File: config.mk
export PLATFORM = sky130hd
export DESIGN_NAME = usb_phy_pwr_seq
export DESIGN_NICKNAME = d
export VERILOG_FILES = /design/src/rtl/usb_phy_pwr_pkg.sv /design/src/rtl/usb_phy_pwr_ctrl.sv /design/src/rtl/usb_phy_pwr_dp.sv /design/src/rtl/usb_phy_pwr_seq.sv
export SDC_FILE = /design/constraint.sdc
export NUM_CORES = 1
export LEC_CHECK = 0
export BUFFER_PORTS_ARGS = -buffer_cell sky130_fd_sc_hd__buf_4
export CORE_UTILIZATION = 60
export DETAILED_ROUTE_END_ITERATION = 12
export GPL_TIMING_DRIVEN = 0
export PLACE_DENSITY = 0.83
export SLEW_MARGIN = 20
export SYNTH_ARGS = -nofsm -noshare
export SYNTH_HDL_FRONTEND = slang
export SYNTH_SLANG_ARGS = --single-unit
File: constraint.sdc
create_clock -name clk -period 6.9 [get_ports clk]
set_clock_uncertainty 0.15 [all_clocks]
set_input_delay 0.345 -clock clk [delete_from_list [all_inputs] [get_ports clk]]
set_output_delay 0.345 -clock clk [all_outputs]
set_load 0.05 [all_outputs]
File: src/rtl/usb_phy_pwr_pkg.sv
package usb_phy_pwr_pkg;

  typedef enum logic [4:0] {
    ST_IDLE,
    ST_I_QACT,
    ST_I_POR,
    ST_I_UTMI,
    ST_I_HSP,
    ST_I_FILT,
    ST_I_FORCE,
    ST_I_VEXT,
    ST_I_PWRUP,
    ST_I_WAITPRE,
    ST_I_REL,
    ST_I_WAITPOST,
    ST_I_SEOFF,
    ST_E_UTMI,
    ST_E_PWRDN,
    ST_E_LRST,
    ST_E_WAIT,
    ST_E_LREL
  } seqState_t;

  // one strobe per sequence step, issued by control, applied by datapath
  typedef struct packed {
    logic setQact;
    logic holdPor;
    logic utmiRun;
    logic hspOn;
    logic filtOn;
    logic forceOn;
    logic vextOn;
    logic pwrUp;
    logic relPor;
    logic seOff;
    logic utmiPark;
    logic pwrDn;
    logic linkOn;
    logic linkOff;
    logic cntDec;
  } seqStrobe_t;

  function automatic int usToCycles(input int us, input int mhz);
    return us * mhz;
  endfunction

endpackage

File: src/rtl/usb_phy_pwr_ctrl.sv
module usb_phy_pwr_ctrl
  import usb_phy_pwr_pkg::*;
(
  input  logic       clk,
  input  logic       rstN,
  input  logic       initReq,
  input  logic       exitReq,
  input  logic       cntZero,
  output seqStrobe_t str,
  output logic       busy,
  output logic       done
);

  seqState_t state, stateNxt;

  always_comb begin
    stateNxt = state;
    unique case (state)
      ST_IDLE:       if (initReq) stateNxt = ST_I_QACT;
                     else if (exitReq) stateNxt = ST_E_UTMI;
      ST_I_QACT:     stateNxt = ST_I_POR;
      ST_I_POR:      stateNxt = ST_I_UTMI;
      ST_I_UTMI:     stateNxt = ST_I_HSP;
      ST_I_HSP:      stateNxt = ST_I_FILT;
      ST_I_FILT:     stateNxt = ST_I_FORCE;
      ST_I_FORCE:    stateNxt = ST_I_VEXT;
      ST_I_VEXT:     stateNxt = ST_I_PWRUP;
      ST_I_PWRUP:    stateNxt = ST_I_WAITPRE;
      ST_I_WAITPRE:  if (cntZero) stateNxt = ST_I_REL;
      ST_I_REL:      stateNxt = ST_I_WAITPOST;
      ST_I_WAITPOST: if (cntZero) stateNxt = ST_I_SEOFF;
      ST_I_SEOFF:    stateNxt = ST_IDLE;
      ST_E_UTMI:     stateNxt = ST_E_PWRDN;
      ST_E_PWRDN:    stateNxt = ST_E_LRST;
      ST_E_LRST:     stateNxt = ST_E_WAIT;
      ST_E_WAIT:     if (cntZero) stateNxt = ST_E_LREL;
      ST_E_LREL:     stateNxt = ST_IDLE;
      default:       stateNxt = ST_IDLE;
    endcase
  end

  always_comb begin
    str          = '0;
    str.setQact  = (state == ST_I_QACT);
    str.holdPor  = (state == ST_I_POR);
    str.utmiRun  = (state == ST_I_UTMI);
    str.hspOn    = (state == ST_I_HSP);
    str.filtOn   = (state == ST_I_FILT);
    str.forceOn  = (state == ST_I_FORCE);
    str.vextOn   = (state == ST_I_VEXT);
    str.pwrUp    = (state == ST_I_PWRUP);
    str.relPor   = (state == ST_I_REL);
    str.seOff    = (state == ST_I_SEOFF);
    str.utmiPark = (state == ST_E_UTMI);
    str.pwrDn    = (state == ST_E_PWRDN);
    str.linkOn   = (state == ST_E_LRST);
    str.linkOff  = (state == ST_E_LREL);
    str.cntDec   = !cntZero && (state == ST_I_WAITPRE || state == ST_I_WAITPOST ||
                                state == ST_E_WAIT);
  end

  always_ff @(posedge clk or negedge rstN) begin
    if (!rstN) begin
      state <= ST_IDLE;
      done  <= 1'b0;
    end else begin
      state <= stateNxt;
      done  <= (state == ST_I_SEOFF) || (state == ST_E_LREL);
    end
  end

  assign busy = (state != ST_IDLE);

  assert_done_single_R8: assert property (@(posedge clk) disable iff (!rstN)
    done |=> !done);

  assert_init_priority_R10: assert property (@(posedge clk) disable iff (!rstN)
    (state == ST_IDLE && initReq) |=> (state == ST_I_QACT));

  assert_busy_drops_req_R9: assert property (@(posedge clk) disable iff (!rstN)
    (busy && state != ST_I_SEOFF && state != ST_E_LREL) |=> busy);

endmodule

File: src/rtl/usb_phy_pwr_dp.sv
module usb_phy_pwr_dp
  import usb_phy_pwr_pkg::*;
#(
  parameter int CLK_MHZ     = 250,
  parameter int PRE_REL_US  = 10,
  parameter int POST_REL_US = 75,
  parameter int LINK_RST_US = 10,
  parameter int FILT_W      = 4
) (
  input  logic              clk,
  input  logic              rstN,
  input  seqStrobe_t        str,
  output logic              cntZero,
  output logic              qActiveForce,
  output logic              phyPor,
  output logic              portRst,
  output logic              linkRst,
  output logic              forceSuspend,
  output logic              forceSleep,
  output logic              dpPullDn,
  output logic              dmPullDn,
  output logic              forceBvalid,
  output logic              forceVbusValid,
  output logic              suspendEn,
  output logic              commonOn,
  output logic [FILT_W-1:0] filterBypass,
  output logic              vbusExtVal,
  output logic              vbusExtSel,
  output logic              analogPwrDn,
  output logic              seOutEn
);

  localparam int PRE_CYC  = usToCycles(PRE_REL_US, CLK_MHZ);
  localparam int POST_CYC = usToCycles(POST_REL_US, CLK_MHZ);
  localparam int LINK_CYC = usToCycles(LINK_RST_US, CLK_MHZ);
  localparam int MAX_CYC  = (POST_CYC > PRE_CYC) ?
                            ((POST_CYC > LINK_CYC) ? POST_CYC : LINK_CYC) :
                            ((PRE_CYC > LINK_CYC) ? PRE_CYC : LINK_CYC);
  localparam int CW       = $clog2(MAX_CYC + 1);
  // a hold state plus the step that ends it make up two of the cycles
  localparam logic [CW-1:0] PRE_LOAD  = CW'(PRE_CYC - 2);
  localparam logic [CW-1:0] POST_LOAD = CW'(POST_CYC - 2);
  localparam logic [CW-1:0] LINK_LOAD = CW'(LINK_CYC - 2);

  logic [CW-1:0] waitCnt;

  initial begin
    if (PRE_CYC < 2 || POST_CYC < 2 || LINK_CYC < 2)
      $error("hold lengths must be at least two cycles");
  end

  always_ff @(posedge clk or negedge rstN) begin
    if (!rstN) begin
      waitCnt <= '0;
    end else if (str.pwrUp) begin
      waitCnt <= PRE_LOAD;
    end else if (str.relPor) begin
      waitCnt <= POST_LOAD;
    end else if (str.linkOn) begin
      waitCnt <= LINK_LOAD;
    end else if (str.cntDec) begin
      waitCnt <= waitCnt - 1'b1;
    end
  end

  assign cntZero = (waitCnt == '0);

  always_ff @(posedge clk or negedge rstN) begin
    if (!rstN) begin
      qActiveForce   <= 1'b0;
      phyPor         <= 1'b0;
      portRst        <= 1'b0;
      linkRst        <= 1'b0;
      forceSuspend   <= 1'b1;
      forceSleep     <= 1'b1;
      dpPullDn       <= 1'b0;
      dmPullDn       <= 1'b0;
      forceBvalid    <= 1'b0;
      forceVbusValid <= 1'b0;
      suspendEn      <= 1'b0;
      commonOn       <= 1'b0;
      filterBypass   <= '0;
      vbusExtVal     <= 1'b0;
      vbusExtSel     <= 1'b0;
      analogPwrDn    <= 1'b1;
      seOutEn        <= 1'b1;
    end else begin
      if (str.setQact) qActiveForce <= 1'b1;
      if (str.holdPor) begin
        phyPor  <= 1'b1;
        portRst <= 1'b1;
      end
      if (str.utmiRun) begin
        forceSuspend <= 1'b0;
        forceSleep   <= 1'b0;
        dpPullDn     <= 1'b0;
        dmPullDn     <= 1'b0;
      end
      if (str.hspOn) begin
        suspendEn <= 1'b1;
        commonOn  <= 1'b1;
      end
      if (str.filtOn) filterBypass <= '1;
      if (str.forceOn) begin
        forceBvalid    <= 1'b1;
        forceVbusValid <= 1'b1;
      end
      if (str.vextOn) begin
        vbusExtVal <= 1'b1;
        vbusExtSel <= 1'b1;
      end
      if (str.pwrUp) analogPwrDn <= 1'b0;
      if (str.relPor) begin
        phyPor  <= 1'b0;
        portRst <= 1'b0;
      end
      if (str.seOff) seOutEn <= 1'b0;
      if (str.utmiPark) begin
        dpPullDn     <= 1'b0;
        dmPullDn     <= 1'b0;
        forceSuspend <= 1'b1;
        forceSleep   <= 1'b1;
      end
      if (str.pwrDn) analogPwrDn <= 1'b1;
      if (str.linkOn) linkRst <= 1'b1;
      if (str.linkOff) linkRst <= 1'b0;
    end
  end

  assert_por_before_cfg_R2: assert property (@(posedge clk) disable iff (!rstN)
    ($fell(forceSuspend) || $rose(suspendEn)) |-> phyPor);

  assert_vext_after_force_R4: assert property (@(posedge clk) disable iff (!rstN)
    $rose(vbusExtSel) |-> (forceVbusValid && (&filterBypass)));

  assert_pwrup_under_por_R5: assert property (@(posedge clk) disable iff (!rstN)
    $fell(analogPwrDn) |-> (phyPor && vbusExtSel));

  assert_resets_release_together_R5: assert property (@(posedge clk) disable iff (!rstN)
    $fell(phyPor) |-> $fell(portRst));

  assert_se_after_release_R6: assert property (@(posedge clk) disable iff (!rstN)
    $fell(seOutEn) |-> (!phyPor && !analogPwrDn));

  assert_link_pulse_powered_down_R7: assert property (@(posedge clk) disable iff (!rstN)
    $rose(linkRst) |-> (analogPwrDn && forceSuspend));

endmodule

File: src/rtl/usb_phy_pwr_seq.sv
module usb_phy_pwr_seq
  import usb_phy_pwr_pkg::*;
#(
  parameter int CLK_MHZ     = 250,
  parameter int PRE_REL_US  = 10,
  parameter int POST_REL_US = 75,
  parameter int LINK_RST_US = 10,
  parameter int FILT_W      = 4
) (
  input  logic              clk,
  input  logic              rstN,
  input  logic              initReq,
  input  logic              exitReq,
  output logic              qActiveForce,
  output logic              phyPor,
  output logic              portRst,
  output logic              linkRst,
  output logic              forceSuspend,
  output logic              forceSleep,
  output logic              dpPullDn,
  output logic              dmPullDn,
  output logic              forceBvalid,
  output logic              forceVbusValid,
  output logic              suspendEn,
  output logic              commonOn,
  output logic [FILT_W-1:0] filterBypass,
  output logic              vbusExtVal,
  output logic              vbusExtSel,
  output logic              analogPwrDn,
  output logic              seOutEn,
  output logic              busy,
  output logic              done
);

  seqStrobe_t str;
  logic       cntZero;

  usb_phy_pwr_ctrl u_ctrl (
    .clk     (clk),
    .rstN    (rstN),
    .initReq (initReq),
    .exitReq (exitReq),
    .cntZero (cntZero),
    .str     (str),
    .busy    (busy),
    .done    (done)
  );

  usb_phy_pwr_dp #(
    .CLK_MHZ     (CLK_MHZ),
    .PRE_REL_US  (PRE_REL_US),
    .POST_REL_US (POST_REL_US),
    .LINK_RST_US (LINK_RST_US),
    .FILT_W      (FILT_W)
  ) u_dp (
    .clk            (clk),
    .rstN           (rstN),
    .str            (str),
    .cntZero        (cntZero),
    .qActiveForce   (qActiveForce),
    .phyPor         (phyPor),
    .portRst        (portRst),
    .linkRst        (linkRst),
    .forceSuspend   (forceSuspend),
    .forceSleep     (forceSleep),
    .dpPullDn       (dpPullDn),
    .dmPullDn       (dmPullDn),
    .forceBvalid    (forceBvalid),
    .forceVbusValid (forceVbusValid),
    .suspendEn      (suspendEn),
    .commonOn       (commonOn),
    .filterBypass   (filterBypass),
    .vbusExtVal     (vbusExtVal),
    .vbusExtSel     (vbusExtSel),
    .analogPwrDn    (analogPwrDn),
    .seOutEn        (seOutEn)
  );

endmodule

==> results.yml <==
routing:
  dr_total_vias: 1654
  drtIter0Drc: 97
  ant_nets: 0
  wire_per_inst_microns: 16.2
  drt_first_pass_iters: 9
  wl_microns: 4340
  drc: 3
  viasPerCell: 6.19
power:
  pwr-share-clk: 0.093
  swShare: 0.526
  combPwrFrac: 0.632
  p_total_w: 0.00112
  internal-power_w: 0.000532
  power_density_nw_per_um2: 534
  ir_worst_vdd_mv: 0.262
  netSwitchingPower_w: 0.000591
  power_leakage_nw: 0.891
  power.share.sequential: 0.274
final_layout:
  syn_to_final_growth_pct: 15.1
  stdcell_area_sq_um: 2100
  nets: 240
  register_area_sq_um: 779
  drive_above_1_share: 0.237
  multiInputGateArea_sq_um: 906
  fill_cells: 229
  final_common_cell: "buf_4"
  post-route-util: 0.743
  n_antenna_cell: 0
  final_cell_mix: "buf_4 (33), dfrtp_1 (28), nor2_1 (23)"
clock_tree:
  path_clk_slew_ps: 100
  ctsResizeCount: 0
  cts_max_path_buffers: 2
  cts_tree: "yes"
  htreeDepth: 2
  clk-insertion-delay-late_ps: 340
  cts.sink_count: 31
  cts-root-buf: "clkbuf_4"
  numCtsBuffers: 5
die:
  coreArea_sq_um: 2830
  dieArea_sq_um: 3270
  pin_count: 26
  initial_core_util: 0.646
  rows: 19
  die_width_microns: 57.2
  fp.dieH_microns: 57.2
setup_path:
  r2r_start: "u_dp.waitCnt[0]"
  startpoint_type: "register"
  cp.required_ps: 6960
  cp.arrival_ps: 2640
  reg2reg_slack_ps: 4320
  path_max_fanout: 9
  r2r-end: "u_dp.waitCnt[2]"
  reg2regPathDepth: 7
  end_kind: "register"
  setup.worst_path.class: "register to register"
sta:
  period_needed_ps: 2580
  max_freq_ghz: 0.388
  maxSlewViolCount: 0
  min_period_over_period: 0.374
  finalHoldViolCount: 0
  rsz0062_at_grt: "no"
  worst_pin_slew_ps: 852
  slew_headroom: 0.428
  fin_setup_tns_ps: 0
  setup-violations-final: 0
  hold_slack_ps: 295
synthesis:
  syn_area_per_cell_sq_um: 9.00
  synth_top_area_frac: 0.383
  synth_top_area_cell: "dfrtp_1"
  synth_cells: 203
  ys_ff_latch: 31
  synth_warnings: 0
  synth_cell_types: 44
  netlist_top_cells_area: "dfrtp_1 (38%), o21ai_0 (5.5%), nor2_1 (4.7%)"
  synth_seq_area_share: 0.426
  synth_area_sq_um: 1830
flow_run:
  cap_violations: 0
worst_hold_path:
  whs_endpoint: "u_dp.seOutEn"
  worst_hold_startpoint: "u_dp.seOutEn"
  hp-class: "register to register"
  min_path_cells: 2
run_status:
  outcome: "complete, but fails checks"
  violations: "design-rule violations"
place:
  dp_hpwl_microns: 3090
  gp_congestion: 0.880
  port_buffers: 23
  place_area_sq_um: 2040
global_route:
  overflow: 0
  grt_pass1_vias: 1585
  grt_pass1_wl_microns: 7410
  grt_max_degree: 32
  antenna_found_initial: 0
  globalRouteTotalUtil: 0.297
kinds of logic after synthesis:
| logic type | Yosys count | synth area share |
|---|---|---|
| AOI/OAI and AO/OA | 55 | 0.193 |
| xor gates and xnor gates | 7 | 0.0335 |
| adders and majority gates | 1 | 0.00684 |
| buffers and inverters | 26 | 0.0801 |
| DFF | 31 | 0.426 |
| muxes | 2 | 0.0116 |
| other | 1 | 0.00205 |
| and+or+nand+nor | 80 | 0.246 |
cells in the mapped netlist:
master     n
nand2b_4   1
a41oi_1    2
or4b_4     1
nand3_1    6
dfrtp_1   28
o311a_1    1
nor3b_1    2
buf_6      1
ha_1       1
and3_1     2
or2_2      1
nand2_1   15
nand2b_1   2
nor4_2     2
nand4b_1   2
or4_1      2
dfstp_2    3
and2_1     3
o31ai_1    3
nand3b_1   3
nor4b_4    1
a21oi_1   10
nor4_1     1
buf_1      2
o21ai_0   20
conb_1     1
inv_1      7
clkbuf_1   3
mux2_2     1
mux2i_1    1
a21o_1     5
or3_1      3
buf_4     10
buf_2      3
a31oi_1    8
xnor2_1    2
a21oi_4    2
o22ai_1    1
a31o_2     1
nand4_1    5
xor2_1     5
nor3_1     5
o22a_1     2
nor2_1    23
registers in the layout, indices dropped and copies added (netlist names):
name,cells
u_dp.forceSuspend,1
u_dp.forceBvalid,1
u_dp.analogPwrDn,1
u_dp.qActiveForce,1
u_ctrl.done,1
u_dp.filterBypass,1
u_dp.suspendEn,1
u_ctrl.state,5
u_dp.linkRst,1
u_dp.waitCnt,15
u_dp.vbusExtVal,1
u_dp.seOutEn,1
u_dp.phyPor,1
worst max path at each step:
stage / start / endpoint / slack, ps / cells past startpoint
6_report: u_dp.waitCnt[0] / u_dp.waitCnt[2] / 4320 / 7
5_1_grt: u_dp.waitCnt[0] / u_dp.waitCnt[2] / 4130 / 7
4_1_cts: u_dp.waitCnt[0] / u_dp.waitCnt[2] / 4360 / 7
3_5_place_dp: u_dp.waitCnt[0] / u_dp.waitCnt[2] / 4360 / 7
3_3_place_gp: u_dp.waitCnt[0] / u_dp.waitCnt[1] / 4450 / 6
2_1_floorplan: u_dp.waitCnt[0] / u_dp.waitCnt[1] / 4750 / 6
metrics by stage:
stage | cells | setup WS [ps]
3_3_place_gp | 258 | 4450
4_1_cts | 267 | 4360
3_5_place_dp | 258 | 4360
5_1_grt | 267 | 4130
6_report | 267 | 4320
2_1_floorplan | 204 | 4750
power by group through the flow:
stage,Sequential (W),Clock [W],Combinational [W]
CTS,0.000307,0.000106,0.000703
global placement,0.000305,0,0.000681
finish,0.000308,0.000105,0.000710
floorplan,0.000372,0,0.000457
detailed placement,0.000311,0,0.000701
global route,0.000318,0.000115,0.000765
what timing repair did:
item | CTS | global route
endpoints found under the setup margin | 0 | 0
hold endpoints to repair | 28 | 0
buffers inserted | 0 | 0
hold buffers | 1 | 0
layout make-up:
class | count | share of cell area
clock buffers | 7 | 0.0214
inverters | 7 | 0.0125
repair buffers | 24 | 0.0869
flip-flops and latches | 31 | 0.371
well taps | 31 | 0.0184
plain buffers | 19 | 0.0571
clock inverters | 1 | 0.00238
multi-input cells | 147 | 0.431
worst max-delay path: stages (launching register included):
cell and delay, ps:
dfrtp_1 400, inv_1 130, ha_1 240, nor4b_4 350, nand4_1 410, a21oi_4 410, nand2b_4 230, o21ai_0 130
routing by layer:
| layer | GRT usage | routed length [microns] | share of wire |
|---|---|---|---|
| met4 | 0.125 | 111 | 0.026 |
| met5 | 0 | 0 | 0 |
| met2 | 0.504 | 2190 | 0.51 |
| met1 | 0.376 | 1770 | 0.41 |
| met3 | 0.0522 | 260 | 0.060 |
No activity file was read; power rests on OpenSTA's default activity.
